`config.mk`:
```
export PLATFORM = sky130hd
export DESIGN_NAME = sdram_refresh_seq
export DESIGN_NICKNAME = d
export VERILOG_FILES = /design/src/rtl/sdram_seq_pkg.sv /design/src/rtl/sdram_ref_timer.sv /design/src/rtl/sdram_seq_fsm.sv /design/src/rtl/sdram_pin_drv.sv /design/src/rtl/sdram_refresh_seq.sv
export SDC_FILE = /design/constraint.sdc
export NUM_CORES = 1
export LEC_CHECK = 0
export BUFFER_PORTS_ARGS = -buffer_cell sky130_fd_sc_hd__buf_4
export CAP_MARGIN = 20
export CORE_UTILIZATION = 50
export CTS_BUF_LIST = sky130_fd_sc_hd__clkbuf_4 sky130_fd_sc_hd__clkbuf_8
export CTS_CLUSTER_DIAMETER = 30
export DETAILED_ROUTE_END_ITERATION = 16
export GPL_TIMING_DRIVEN = 0
export HOLD_SLACK_MARGIN = 0.15
export PLACE_DENSITY = 0.69
export SKIP_LAST_GASP = 1
export SLEW_MARGIN = 10
export SYNTH_ARGS = -nofsm -noshare
export SYNTH_HDL_FRONTEND = slang
export SYNTH_SLANG_ARGS = --single-unit
```
`constraint.sdc`:
```
create_clock -name clk -period 4.8 [get_ports clk]
set_input_delay 0.96 -clock clk [delete_from_list [all_inputs] [get_ports clk]]
set_output_delay 0.96 -clock clk [all_outputs]
set_load 0.01 [all_outputs]
```
`src/rtl/sdram_seq_pkg.sv`:
```
package sdram_seq_pkg;

  typedef enum logic [2:0] {
    C_NOP, C_PRE, C_REF, C_SELF, C_MRS
  } cmd_e;

  typedef enum logic [3:0] {
    S_PWR, S_PRE_W, S_IREF_W, S_MRS_W, S_IDLE, S_GNT, S_REF_W, S_SR, S_SRX
  } st_e;

  function automatic logic [2:0] burst_code(input int bl);
    case (bl)
      1:       return 3'd0;
      2:       return 3'd1;
      4:       return 3'd2;
      default: return 3'd3;
    endcase
  endfunction

endpackage

```
`src/rtl/sdram_ref_timer.sv`:
```
module sdram_ref_timer #(
  parameter int T_REFI = 2080
) (
  input  logic clk,
  input  logic rst,
  input  logic run,
  input  logic ack,
  output logic pend,
  output logic ovr
);
  localparam int W = $clog2(T_REFI + 1);

  logic [W-1:0] cnt;

  always_ff @(posedge clk) begin
    if (rst || !run) begin
      cnt  <= '0;
      pend <= 1'b0;
      ovr  <= 1'b0;
    end else begin
      if (ack) begin
        pend <= 1'b0;
        ovr  <= 1'b0;
      end
      if (cnt == W'(T_REFI - 1)) begin
        cnt  <= '0;
        pend <= 1'b1;
        if (pend && !ack) ovr <= 1'b1;
      end else begin
        cnt <= cnt + 1'b1;
      end
    end
  end
endmodule

```
`src/rtl/sdram_seq_fsm.sv`:
```
module sdram_seq_fsm
  import sdram_seq_pkg::*;
#(
  parameter int T_POWERUP = 13334,
  parameter int T_RP      = 3,
  parameter int T_RC      = 9,
  parameter int T_RSC     = 2,
  parameter int INIT_REFS = 8,
  parameter int CATCHUP   = 2
) (
  input  logic clk,
  input  logic rst,
  input  logic pend,
  input  logic ovr,
  input  logic bus_req,
  input  logic sr_req,
  output logic ack,
  output logic run,
  output cmd_e cmd,
  output logic cke,
  output logic gnt,
  output logic ready
);
  localparam int WMAX = (T_POWERUP > T_RC) ? T_POWERUP : T_RC;
  localparam int CW   = $clog2(WMAX + 2);
  localparam int RMAX = (INIT_REFS > CATCHUP) ? INIT_REFS : CATCHUP;
  localparam int RW   = $clog2(RMAX + 1);

  st_e           st;
  logic [CW-1:0] w;
  logic [RW-1:0] refs;

  assign ack   = (st == S_IDLE) && pend;
  assign run   = (st == S_IDLE) || (st == S_GNT) || (st == S_REF_W);
  assign ready = (st == S_IDLE) || (st == S_GNT);

  always_ff @(posedge clk) begin
    if (rst) begin
      st   <= S_PWR;
      w    <= CW'(T_POWERUP);
      refs <= '0;
      cmd  <= C_NOP;
      cke  <= 1'b1;
      gnt  <= 1'b0;
    end else begin
      cmd <= C_NOP;
      if (w != '0) w <= w - 1'b1;
      case (st)
        S_PWR: if (w == '0) begin
          cmd <= C_PRE;
          w   <= CW'(T_RP - 1);
          st  <= S_PRE_W;
        end
        S_PRE_W: if (w == '0) begin
          cmd  <= C_REF;
          w    <= CW'(T_RC - 1);
          refs <= RW'(INIT_REFS - 1);
          st   <= S_IREF_W;
        end
        S_IREF_W: if (w == '0) begin
          if (refs != '0) begin
            cmd  <= C_REF;
            refs <= refs - 1'b1;
            w    <= CW'(T_RC - 1);
          end else begin
            cmd <= C_MRS;
            w   <= CW'(T_RSC - 1);
            st  <= S_MRS_W;
          end
        end
        S_MRS_W: if (w == '0) st <= S_IDLE;
        S_IDLE: begin
          if (pend) begin
            cmd  <= C_REF;
            w    <= CW'(T_RC - 1);
            refs <= ovr ? RW'(CATCHUP - 1) : '0;
            st   <= S_REF_W;
          end else if (sr_req) begin
            cmd <= C_SELF;
            cke <= 1'b0;
            st  <= S_SR;
          end else if (bus_req) begin
            gnt <= 1'b1;
            st  <= S_GNT;
          end
        end
        S_REF_W: if (w == '0) begin
          if (refs != '0) begin
            cmd  <= C_REF;
            refs <= refs - 1'b1;
            w    <= CW'(T_RC - 1);
          end else begin
            st <= S_IDLE;
          end
        end
        S_GNT: if (!bus_req) begin
          gnt <= 1'b0;
          st  <= S_IDLE;
        end
        S_SR: if (!sr_req) begin
          cke <= 1'b1;
          w   <= CW'(T_RC);
          st  <= S_SRX;
        end
        S_SRX: if (w == '0) st <= S_IDLE;
        default: st <= S_PWR;
      endcase
    end
  end
endmodule

```
`src/rtl/sdram_pin_drv.sv`:
```
module sdram_pin_drv
  import sdram_seq_pkg::*;
#(
  parameter int          RANKS = 2,
  parameter int          AW    = 12,
  parameter int          BAW   = 2,
  parameter logic [AW-1:0] MODE = '0
) (
  input  cmd_e             cmd,
  input  logic             cke,
  output logic [RANKS-1:0] cke_o,
  output logic [RANKS-1:0] cs_n,
  output logic             ras_n,
  output logic             cas_n,
  output logic             we_n,
  output logic [AW-1:0]    addr,
  output logic [BAW-1:0]   ba
);
  localparam logic [AW-1:0] ALL_BANKS = AW'(1) << 10;

  logic sel_n;

  always_comb begin
    sel_n = 1'b0;
    addr  = '0;
    ba    = '0;
    {ras_n, cas_n, we_n} = 3'b111;
    case (cmd)
      C_PRE:  begin {ras_n, cas_n, we_n} = 3'b010; addr = ALL_BANKS; end
      C_REF,
      C_SELF: {ras_n, cas_n, we_n} = 3'b001;
      C_MRS:  begin {ras_n, cas_n, we_n} = 3'b000; addr = MODE; end
      default: ;
    endcase
  end

  for (genvar i = 0; i < RANKS; i++) begin : g_rank
    assign cs_n[i]  = sel_n;
    assign cke_o[i] = cke;
  end
endmodule

```
`src/rtl/sdram_refresh_seq.sv`:
```
module sdram_refresh_seq
  import sdram_seq_pkg::*;
#(
  parameter int T_POWERUP       = 13334,
  parameter int T_RP            = 3,
  parameter int T_RC            = 9,
  parameter int T_RSC           = 2,
  parameter int T_REFI          = 2080,
  parameter int INIT_REFS       = 8,
  parameter int RANKS           = 1,
  parameter int AW              = 12,
  parameter int BAW             = 2,
  parameter int CAS_LAT         = 3,
  parameter int BURST_LEN       = 4,
  parameter bit WRAP_INTERLEAVE = 1'b0
) (
  input  logic             clk,
  input  logic             rst,
  input  logic             bus_req,
  input  logic             sr_req,
  output logic             bus_gnt,
  output logic             ready,
  output logic [RANKS-1:0] sd_cke,
  output logic [RANKS-1:0] sd_cs_n,
  output logic             sd_ras_n,
  output logic             sd_cas_n,
  output logic             sd_we_n,
  output logic [AW-1:0]    sd_addr,
  output logic [BAW-1:0]   sd_ba
);
  localparam logic [AW-1:0] MODE_WORD =
    {{(AW-7){1'b0}}, 3'(CAS_LAT), WRAP_INTERLEAVE, burst_code(BURST_LEN)};

  logic pend, ovr, ack, run, cke;
  cmd_e cmd;

  sdram_ref_timer #(.T_REFI(T_REFI)) u_timer (
    .clk(clk), .rst(rst), .run(run), .ack(ack), .pend(pend), .ovr(ovr)
  );

  sdram_seq_fsm #(
    .T_POWERUP(T_POWERUP), .T_RP(T_RP), .T_RC(T_RC), .T_RSC(T_RSC),
    .INIT_REFS(INIT_REFS), .CATCHUP(2)
  ) u_fsm (
    .clk(clk), .rst(rst), .pend(pend), .ovr(ovr), .bus_req(bus_req),
    .sr_req(sr_req), .ack(ack), .run(run), .cmd(cmd), .cke(cke),
    .gnt(bus_gnt), .ready(ready)
  );

  sdram_pin_drv #(.RANKS(RANKS), .AW(AW), .BAW(BAW), .MODE(MODE_WORD)) u_drv (
    .cmd(cmd), .cke(cke), .cke_o(sd_cke), .cs_n(sd_cs_n), .ras_n(sd_ras_n),
    .cas_n(sd_cas_n), .we_n(sd_we_n), .addr(sd_addr), .ba(sd_ba)
  );
endmodule

```
Word-level counts from Yosys, hierarchy flattened
Index checks and enable logic that the tools add are counted.
{"block": "word_totals", "regBits": 41, "latchBits": 0, "mem_bits_rw": 0, "romBits": 0, "inputBits": 4, "word_cells": 123, "memories": 0}
{"block": "classes", "addsub": 3, "multipliers": 0, "n_div": 0, "n_lt_le_gt_ge": 0, "n_eq_ne": 30, "shift": 0, "muxes": 56, "bitwise": 0, "reduce_logical": 25}
{"operator": "$mux W14", "n": 8}
{"operator": "$pmux W14 S6", "n": 1}
{"operator": "$mux W4", "n": 17}
{"operator": "$pmux W4 S8", "n": 1}
{"operator": "$pmux W11 S2", "n": 1}
{"operator": "$ne A2 B2 Y1 const B", "n": 10}
{"operator": "$mux W1", "n": 17}
{"operator": "$eq A4 B3 Y1 const B", "n": 4}
{"operator": "$pmux W3 S5", "n": 1}
{"operator": "$logic_not A14 Y1", "n": 1}
{"operator": "$reduce_bool A14 Y1", "n": 1}
{"operator": "$sub A14 B1 Y14 const B", "n": 1}
{"operator": "$add A12 B1 Y12 const B", "n": 1}
{"operator": "$eq A12 B12 Y1 const B", "n": 1}
{"operator": "$mux W3", "n": 4}
{"operator": "$ne A2 B1 Y1 const B", "n": 6}
{"operator": "$pmux W4 S3", "n": 1}
{"operator": "$reduce_and A10 Y1", "n": 1}
{"operator": "$reduce_and A5 Y1", "n": 2}
{"operator": "$eq A4 B2 Y1 const B", "n": 2}
{"operator": "$reduce_or A2 Y1", "n": 4}
{"operator": "$eq A3 B2 Y1 const B", "n": 2}
{"operator": "$mux W2", "n": 3}
{"operator": "$reduce_bool A2 Y1", "n": 3}
{"operator": "other kinds (16)", "n": 21}

Longest topological paths before layout
Gate-level depths: netlist (run 1).
{"block": "logic_depth", "depth_word": 6, "mapped_depth": 11, "mapped_depth_nobuf": 9}

Cells and area by module
A second synthesis (run 1) with hierarchy kept.
{"block": "unflattened", "hier_cells": 317, "hier_area_um2": 2617.5}
{"mod": "sdram_seq_fsm", "instances": 1, "cells_each": 233, "area_per_inst_um2": 1869.3, "seq_area_each_um2": 540.5}
{"mod": "sdram_ref_timer", "instances": 1, "cells_each": 61, "area_per_inst_um2": 583.1, "seq_area_each_um2": 280.3}
{"mod": "sdram_pin_drv", "instances": 1, "cells_each": 23, "area_per_inst_um2": 165.2, "seq_area_each_um2": 0.0}

Worst setup path after synthesis (run 1)
Ideal clock, no wire load.
{"block": "synth_timing", "path_kind": "register to register", "startpoint": "register u_fsm.w[11]", "endpoint": "register u_fsm.st[1]", "setup_time_ps": 70, "arrival_ps": 2232, "t_required_ps": 4730, "slack_ps": 2497, "stages_incl_launch_ff": 7, "path_buffers": 1, "synth_period_minus_slack_ps": 2303, "cell_sequence": "dfxtp_1 or4_4 or3_1 buf_6 o32a_4 or4_1 a21oi_1"}
{"block": "synth_via", "elab_chain_cells": 3}
{"element": "start: declaration", "line_no": "sdram_seq_fsm.sv:30", "text": "logic [CW-1:0] w;"}
{"element": "start signal: assignment", "line_no": "sdram_seq_fsm.sv:40", "text": "w <= CW'(T_POWERUP);"}
{"element": "start signal: assignment", "line_no": "sdram_seq_fsm.sv:47", "text": "if (w != '0) w <= w - 1'b1;"}
{"element": "start signal: assignment", "line_no": "sdram_seq_fsm.sv:51", "text": "w <= CW'(T_RP - 1);"}
{"element": "$logic_not A14 Y1 *"}
{"element": "$ne A2 B2 Y1 (no source line) / $ne A2 B1 Y1 (equally long branches)"}
{"element": "$reduce_and A10 Y1 (no source line) *"}
{"element": "end signal: assignment", "line_no": "sdram_seq_fsm.sv:71", "text": "S_MRS_W: if (w == '0) st <= S_IDLE;"}
{"element": "end signal: assignment", "line_no": "sdram_seq_fsm.sv:105", "text": "S_SRX: if (w == '0) st <= S_IDLE;"}
{"element": "end signal: assignment", "line_no": "sdram_seq_fsm.sv:106", "text": "default: st <= S_PWR;"}
{"element": "end: declaration", "line_no": "sdram_seq_fsm.sv:29", "text": "st_e st;"}
Mark *: on every way between the ends. The rest lies on a longest branch, timed or not.
A chain may end at the register's enable or synchronous reset.

Worst setup path in the final report (run 1)
{"block": "layout_timing", "startpoint": "register u_fsm.w[0]", "endpoint": "register u_fsm.w[0]"}
{"block": "layout_via", "elab_chain_cells": 5}
{"element": "$sub A14 B1 Y14 / $reduce_bool A14 Y1 (equally long branches)", "line_no": "sdram_seq_fsm.sv:47"}
{"element": "$mux W14", "line_no": "sdram_seq_fsm.sv:47"}
{"element": "$mux W14", "line_no": "sdram_seq_fsm.sv:88", "text": "if (refs != '0) begin"}
{"element": "$mux W14", "line_no": "sdram_seq_fsm.sv:87", "text": "S_REF_W: if (w == '0) begin"}
{"element": "$pmux W14 S6 *", "line_no": "sdram_seq_fsm.sv:48", "text": "case (st)"}
Marks and branches as above.

==> run metrics, run 1 <==
synth top area cells=dfxtp_1, nor2_1, a21oi_1; Reg2Reg Depth=11; critical-path cell list=inv_1, ha_1, nor3b_1, and2_1, clkbuf_1, clkbuf_1, nand2_1, ha_1, a22oi_1, o22a_1, a21oi_1; Buffers & Inverters on Critical Path=3; largest net degree at the start of global routing=13; Hold Path End=u_timer.cnt[0]$_SDFF_PP0_; hold_sp=u_timer.cnt[0]$_SDFF_PP0_; CP Max Fanout=10; Top delay family on crit path=simple AND/OR/NAND/NOR gates; Crit path required time=4.96 ns; Inst Count DP=381; met3 wire len=364 um; Post-synth EDFFs=0; Slew @ Worst Pin=approximately 0.94 ns; Synth Area in Compound Gates=23.76%; FF+latch count, synth=41; unrepaired setup endpoints after global routing=false; total grt overflow=0; leading area contributor after synthesis=dfxtp_1; Layout Cells excl Fill=approximately 390; XOR/XNOR share of the synthesized area=between 6 and 7%; PostCTS Resize Cnt=0; maxcap violations=0; synthesized cell area=2417 um2; vias in the first global route=around 2100; Leak=1.009 nW; CTS root buf=clkbuf_8; Post-Synth Simple-Gate Area=24.12%; Vias=2300; maximum clock frequency=347.1 MHz; reg2reg end=u_fsm.w[0]$_SDFF_PP0_; CTS Buffer Depth=2; max-slew violation count=0; H-tree levels=2; postcts setup bufs=0; Max IR drop VDD=0.1565 mV; HPWL Detailed=approximately 4.2 mm; Clock transition at path regs=0.08 ns; CTS Buf Count=5; PD cells=240.9 nW/um2; ys async rst share=0%; clk_lat worst skew=slightly below 0.3 ns; Crit Path Class=reg2reg; prevailing post-synth register cell=dfxtp_1; Adder-Cell Fraction of Synth Area=2.070%; Hold Path Class=reg2reg; first-pass iteration count of the detailed router=4; Reg2Reg Launch Point=u_fsm.w[0]$_SDFF_PP0_; outcome=finished, final reports clean; Worst Skew=0.008727 ns; Hold Buf Count CTS=0; mean post-synth cell area=slightly below 8 um2; area grow syn2layout=12.58%; CP max stage cell=clkbuf_1; GRT Total Usage=24.26%; relative max-transition margin=a little under two fifths; Yosys top cell area share=33.95%; Final period util=60.03%; DIE AREA=between 5000 and 6000 um2; Final Setup Violations=0; min Tclk post-route=2.881 ns; WL/cell=approximately 15 um; Starting Density=53.67%; CTS tree=done; Fin Setup TNS=0 ns; Ys Warns=0; average vias per placed instance=roughly 6; mux contribution to synthesized area=1.346%; met1 WL=2.598 mm; Final Hold Viols=0; drt drc=0; Hold Crit Depth=1; most common cell after layout, fill and taps aside=dfxtp_1; antenna cells=0; WL final=5.692 mm; die width=71.53 um; io pins=25; Arr. time, crit path=between 3 and 4 ns; Crit path largest cell delay=0.42 ns; top layer in use=met4; FP Rows=24; first-pass GRT wire length=a little under 10 mm; Iteration-0 DRC Markers=215; fin nets=344; Post-Syn Instances=306; core area=roughly 4500 um2; Worst setup EP type=register; commonest non-fill, non-tap cells in the layout=dfxtp_1, nor2_1, a21oi_1; initial antenna violation count=0; Buffers on Ports=13; layout cells sized above 1=around 13%; placer congestion estimate=0.8934; largest family of logic cells by synthesized area=simple AND/OR/NAND/NOR gates; sequential share of the synthesized area=between 30% and 40%; clock sink count=41; DR WL met2=about 2.6 mm; Layout fillers=between 400 and 500; post-synth cell types=57; CP Launch Type=register; remaining antenna violation count after routing=0; worst reg-to-reg setup slack=1.92 ns; Die Y=71.53 um
-- flip-flops by register name, indices dropped and copies added, names as in the netlist, named ones only --
name and flops:
u_fsm.cmd 3, u_fsm.w 14, u_timer.pend 1, u_fsm.st 4, u_fsm.gnt 1, u_timer.cnt 12
u_fsm.cke 1, u_fsm.refs 4
-- worst max-delay path by stage --
stage | from | end | slack (ns) | cells after the start
detailed placement | u_fsm.w[0]$_SDFF_PP0_ | u_fsm.w[0]$_SDFF_PP0_ | 2.02 | 11
finish | u_fsm.w[0]$_SDFF_PP0_ | u_fsm.w[0]$_SDFF_PP0_ | 1.92 | 11
global route | u_fsm.w[0]$_SDFF_PP0_ | u_fsm.w[0]$_SDFF_PP0_ | 1.66 | 11
CTS | u_fsm.w[0]$_SDFF_PP0_ | u_fsm.w[0]$_SDFF_PP0_ | 1.96 | 11
global placement | u_fsm.w[0]$_SDFF_PP0_ | u_fsm.w[0]$_SDFF_PP0_ | 2.02 | 11
floorplan | u_fsm.w[11]$_SDFF_PP0_ | u_fsm.st[1]$_SDFFE_PP0P_ | 2.50 | 6
-- through the flow --
stage / power (mW) / util, % / worst slack [ns] / hold slack (ns) / instance area [um2]
after floorplan: 0.3855 / - / 2.497 / 0.4299 / 2455
after global placement: 0.3944 / 58.11 / 2.018 / 0.4458 / 2618
after detailed placement: 0.3950 / 58.11 / 2.019 / 0.4535 / 2618
after CTS: 0.6617 / 60.42 / 1.955 / 0.4730 / 2721
after global routing: 0.6855 / 60.42 / 1.656 / 0.5112 / 2721
final: 0.6556 / 60.42 / 1.919 / 0.4701 / 2721
-- power by group --
| part | leakage [nW] | internal, mW | total, mW | switching [mW] |
|---|---|---|---|---|
| registers | 0.331 | 0.344 | 0.348 | 0.00432 |
| clock network | 0.0540 | 0.151 | 0.268 | 0.116 |
| logic | 0.623 | 0.0195 | 0.0397 | 0.0202 |
-- synthesized netlist by cell type, types with 4 or more instances --
master    instances
dfxtp_1          41
nor2_1           40
a21oi_1          27
nand2_1          17
o21ai_0          15
buf_4            13
clkbuf_1         13
nor3_1           11
inv_1            10
nand3_1          10
xor2_1            9
xnor2_1           8
a211oi_1          6
nor4_1            6
o21bai_1          6
and3_1            4
ha_1              4
nor3b_1           4
-- layer usage --
| layer | vias up | global-route usage (%) |
|---|---|---|
| met5 | - | 0 |
| met4 | 0 | 10.02 |
| met1 | 1067 | 32.08 |
| met3 | 10 | 4.501 |
| met2 | 83 | 39.15 |
| li1 | 1140 | - |
-- kinds of logic after synthesis --
kind of cell / Yosys count
AND/OR/NAND/NOR: 116
AO/OA/AOI/OAI: 85
flip-flops: 41
buffers and inverters: 39
XOR/XNOR: 17
adder cells (fa/ha/maj): 4
multiplexers: 3
other: 1
-- layout make-up --
cell class / count / area (um2) / area share [%]
Clock buffer: 5 / 68.82 / 2.529
Inverter: 10 / 37.54 / 1.379
Tap cell: 52 / 65.06 / 2.391
Sequential cell: 41 / 820.8 / 30.16
Timing Repair Buffer: 13 / 97.59 / 3.586
Clock inverter: 2 / 35.03 / 1.287
Multi-Input combinational cell: 236 / 1430 / 52.55
Buffer: 29 / 166.4 / 6.115
(Power assumes the default switching activity.)
==> run 2: changes to the inputs <==
--- a/config.mk
+++ b/config.mk
@@ -13,7 +13,7 @@
 export DETAILED_ROUTE_END_ITERATION = 16
 export GPL_TIMING_DRIVEN = 0
 export HOLD_SLACK_MARGIN = 0.15
-export PLACE_DENSITY = 0.69
+export PLACE_DENSITY = 0.72
 export SKIP_LAST_GASP = 1
 export SLEW_MARGIN = 10
 export SYNTH_ARGS = -nofsm -noshare
==> constraint.sdc (replaced) <==
create_clock -name clk -period 2.6 [get_ports clk]
set_input_delay 0.52 -clock clk [delete_from_list [all_inputs] [get_ports clk]]
set_output_delay 0.52 -clock clk [all_outputs]
set_load 0.01 [all_outputs]
==> run metrics, run 2 (same netlist as run 1, synthesis figures left out) <==
CTS root buf=clkbuf_8; drt drc=0 (unchanged); reg2reg end=u_fsm.st[1]$_SDFFE_PP0P_; fin nets=343 (-0.29%); relative max-transition margin=56.88% (+20 points); critical-path cell list=or4_4, or3_1, buf_6, o32a_4, or4_1, a21oi_1; io pins=25 (unchanged); PostCTS Resize Cnt=2 (+2); first-pass iteration count of the detailed router=5 (+1); Final Hold Viols=0 (unchanged); CTS Buf Count=5 (unchanged); WL final=5.368 mm (-5.7%); CP max stage cell=or4_4; Worst Skew=0.007017 ns (-0.001711 ns); Die Y=71.53 um (unchanged); CP Launch Type=register; area grow syn2layout=14.49%; WL/cell=13.84 um (-5.7%); H-tree levels=2 (unchanged); average vias per placed instance=5.918 (-0.17%); Final Util=61.44% (+1.0 points); PD cells=473.7 nW/um2 (+97%); CP endpoint=u_fsm.st[1]$_SDFFE_PP0P_; Crit Path Class=reg2reg; core area=4504 um2 (unchanged); Worst setup EP type=register; unrepaired setup endpoints after global routing=false; Reg2Reg Depth=6 (-5); Final period util=93.54% (+34 points); Vias=2296 (-0.17%); placer congestion estimate=0.9456 (+5.8%); Gate power share=5.6% (-0.5 points); Buffers on Ports=13 (unchanged); hold slack=0.4669 ns (-0.003221 ns); layout cells sized above 1=13.99% (+1.2 points); Reg2Reg Launch Point=u_fsm.w[10]$_SDFF_PP1_; HPWL Detailed=3.940 mm (-5.1%); worst reg-to-reg setup slack=0.17 ns (-1.75 ns); first-pass GRT wire length=9.094 mm (-5.7%); outcome=finished, final reports clean; Internal Power=1.054 mW (+100%); largest net degree at the start of global routing=14 (+1); Max IR drop VDD=0.3464 mV (+120%); maximum clock frequency=411.2 MHz (+18%); Hold Buf Count CTS=0 (unchanged); maxcap violations=0 (unchanged); Iteration-0 DRC Markers=270 (+26%); clock sink count=41 (unchanged); CTS tree=done; remaining antenna violation count after routing=0 (unchanged); vias in the first global route=1978 (-5.6%); Sw Pwr=0.2576 mW (+83%); Power, Total=1.311 mW (+100%); postcts setup bufs=0 (unchanged); Largest register FFs=14 (unchanged); clk_lat worst skew=0.29 ns (about the same); Hold Path Class=reg2reg; registers with the most flip-flops=u_fsm.w (14), u_timer.cnt (12); CTS Buffer Depth=2 (unchanged); Slew @ Worst Pin=0.6444 ns (-0.2980 ns); CP Max Fanout=8 (-2); CP startpoint=u_fsm.w[10]$_SDFF_PP1_; Clock transition at path regs=0.08 ns (about the same); Fin Setup TNS=0 ns (unchanged); max-slew violation count=0 (unchanged); Layout fillers=408 (-7.1%); Leak=1.027 nW (+1.8%); total grt overflow=0 (unchanged); Clock Power Share=45.3% (+4.5 points); Sw Share=19.65% (-1.8 points); min Tclk post-route=2.432 ns (-0.4491 ns); Starting Density=53.67% (unchanged); Final Setup Violations=0 (unchanged); GRT Total Usage=22.68% (-1.6 points); DIE AREA=5117 um2 (unchanged); Crit path required time=2.82 ns (-2.14 ns); Crit path largest cell delay=0.54 ns (+0.12 ns); Biggest register=u_fsm.w; initial antenna violation count=0 (unchanged); most common cell after layout, fill and taps aside=dfxtp_1; die width=71.53 um (unchanged); commonest non-fill, non-tap cells in the layout=dfxtp_1, nor2_1, a21oi_1; FP Rows=24 (unchanged); Arr. time, crit path=2.66 ns (-0.38 ns); Reg power frac=49.1% (-4.0 points); antenna cells=0 (unchanged)
## run 2: per-layer routing
layer	vias to the layer above	wire length [um]	GRT usage, %
li1	1143	-	-
met1	1051	2476	29.95
met2	94	2468	35.13
met3	8	349	5.626
met4	0	74	10.46
met5	-	0	0
## run 2: layout make-up
class                   instances  area (um2)  area share [%]
well taps                      52       65.06           2.351
repair buffers                 13       97.59           3.526
clock buffers                   5       68.82           2.486
clock inverters                 3       65.06           2.351
multi-input cells             236        1446           52.26
flip-flops and latches         41       820.8           29.66
plain buffers                  28       166.4           6.013
inverters                      10       37.54           1.356
## run 2: through the flow
stage / setup slack [ns] / instances / instance area, um2
6_report: 0.1679 / 388 / 2768
5_1_grt: 0.03771 / 388 / 2768
4_1_cts: -0.002085 / 389 / 2758
3_5_place_dp: -0.1575 / 381 / 2618
3_3_place_gp: -0.1348 / 381 / 2618
2_1_floorplan: 0.2971 / 316 / 2455
## run 2: worst min path at each step
stage                                         start                   endpoint  slack, ns  cells after the start
final                     u_timer.cnt[0]$_SDFF_PP0_  u_timer.cnt[0]$_SDFF_PP0_       0.47                      1
after global routing      u_timer.cnt[0]$_SDFF_PP0_  u_timer.cnt[0]$_SDFF_PP0_       0.48                      1
after CTS                 u_timer.cnt[0]$_SDFF_PP0_  u_timer.cnt[0]$_SDFF_PP0_       0.47                      1
after detailed placement  u_timer.cnt[0]$_SDFF_PP0_  u_timer.cnt[0]$_SDFF_PP0_       0.45                      1
after global placement    u_timer.cnt[0]$_SDFF_PP0_  u_timer.cnt[0]$_SDFF_PP0_       0.44                      1
after floorplan           u_timer.cnt[0]$_SDFF_PP0_  u_timer.cnt[0]$_SDFF_PP0_       0.43                      1
## run 2: critical path, delay by kind of cell, from the launching register on
kind                   cells  cell delay (ns)
AOI/OAI and AO/OA          2             0.52
DFF                        1             0.34
buffers and inverters      1             0.15
and+or+nand+nor            3             1.36
## run 2: power groups by stage
stage	Sequential [mW]	Combinational, mW	Clock, mW
floorplan	0.657	0.0551	0
detailed placement	0.657	0.0715	0
global route	0.645	0.0826	0.645
CTS	0.643	0.0722	0.609
global placement	0.657	0.0704	0
finish	0.644	0.0738	0.593
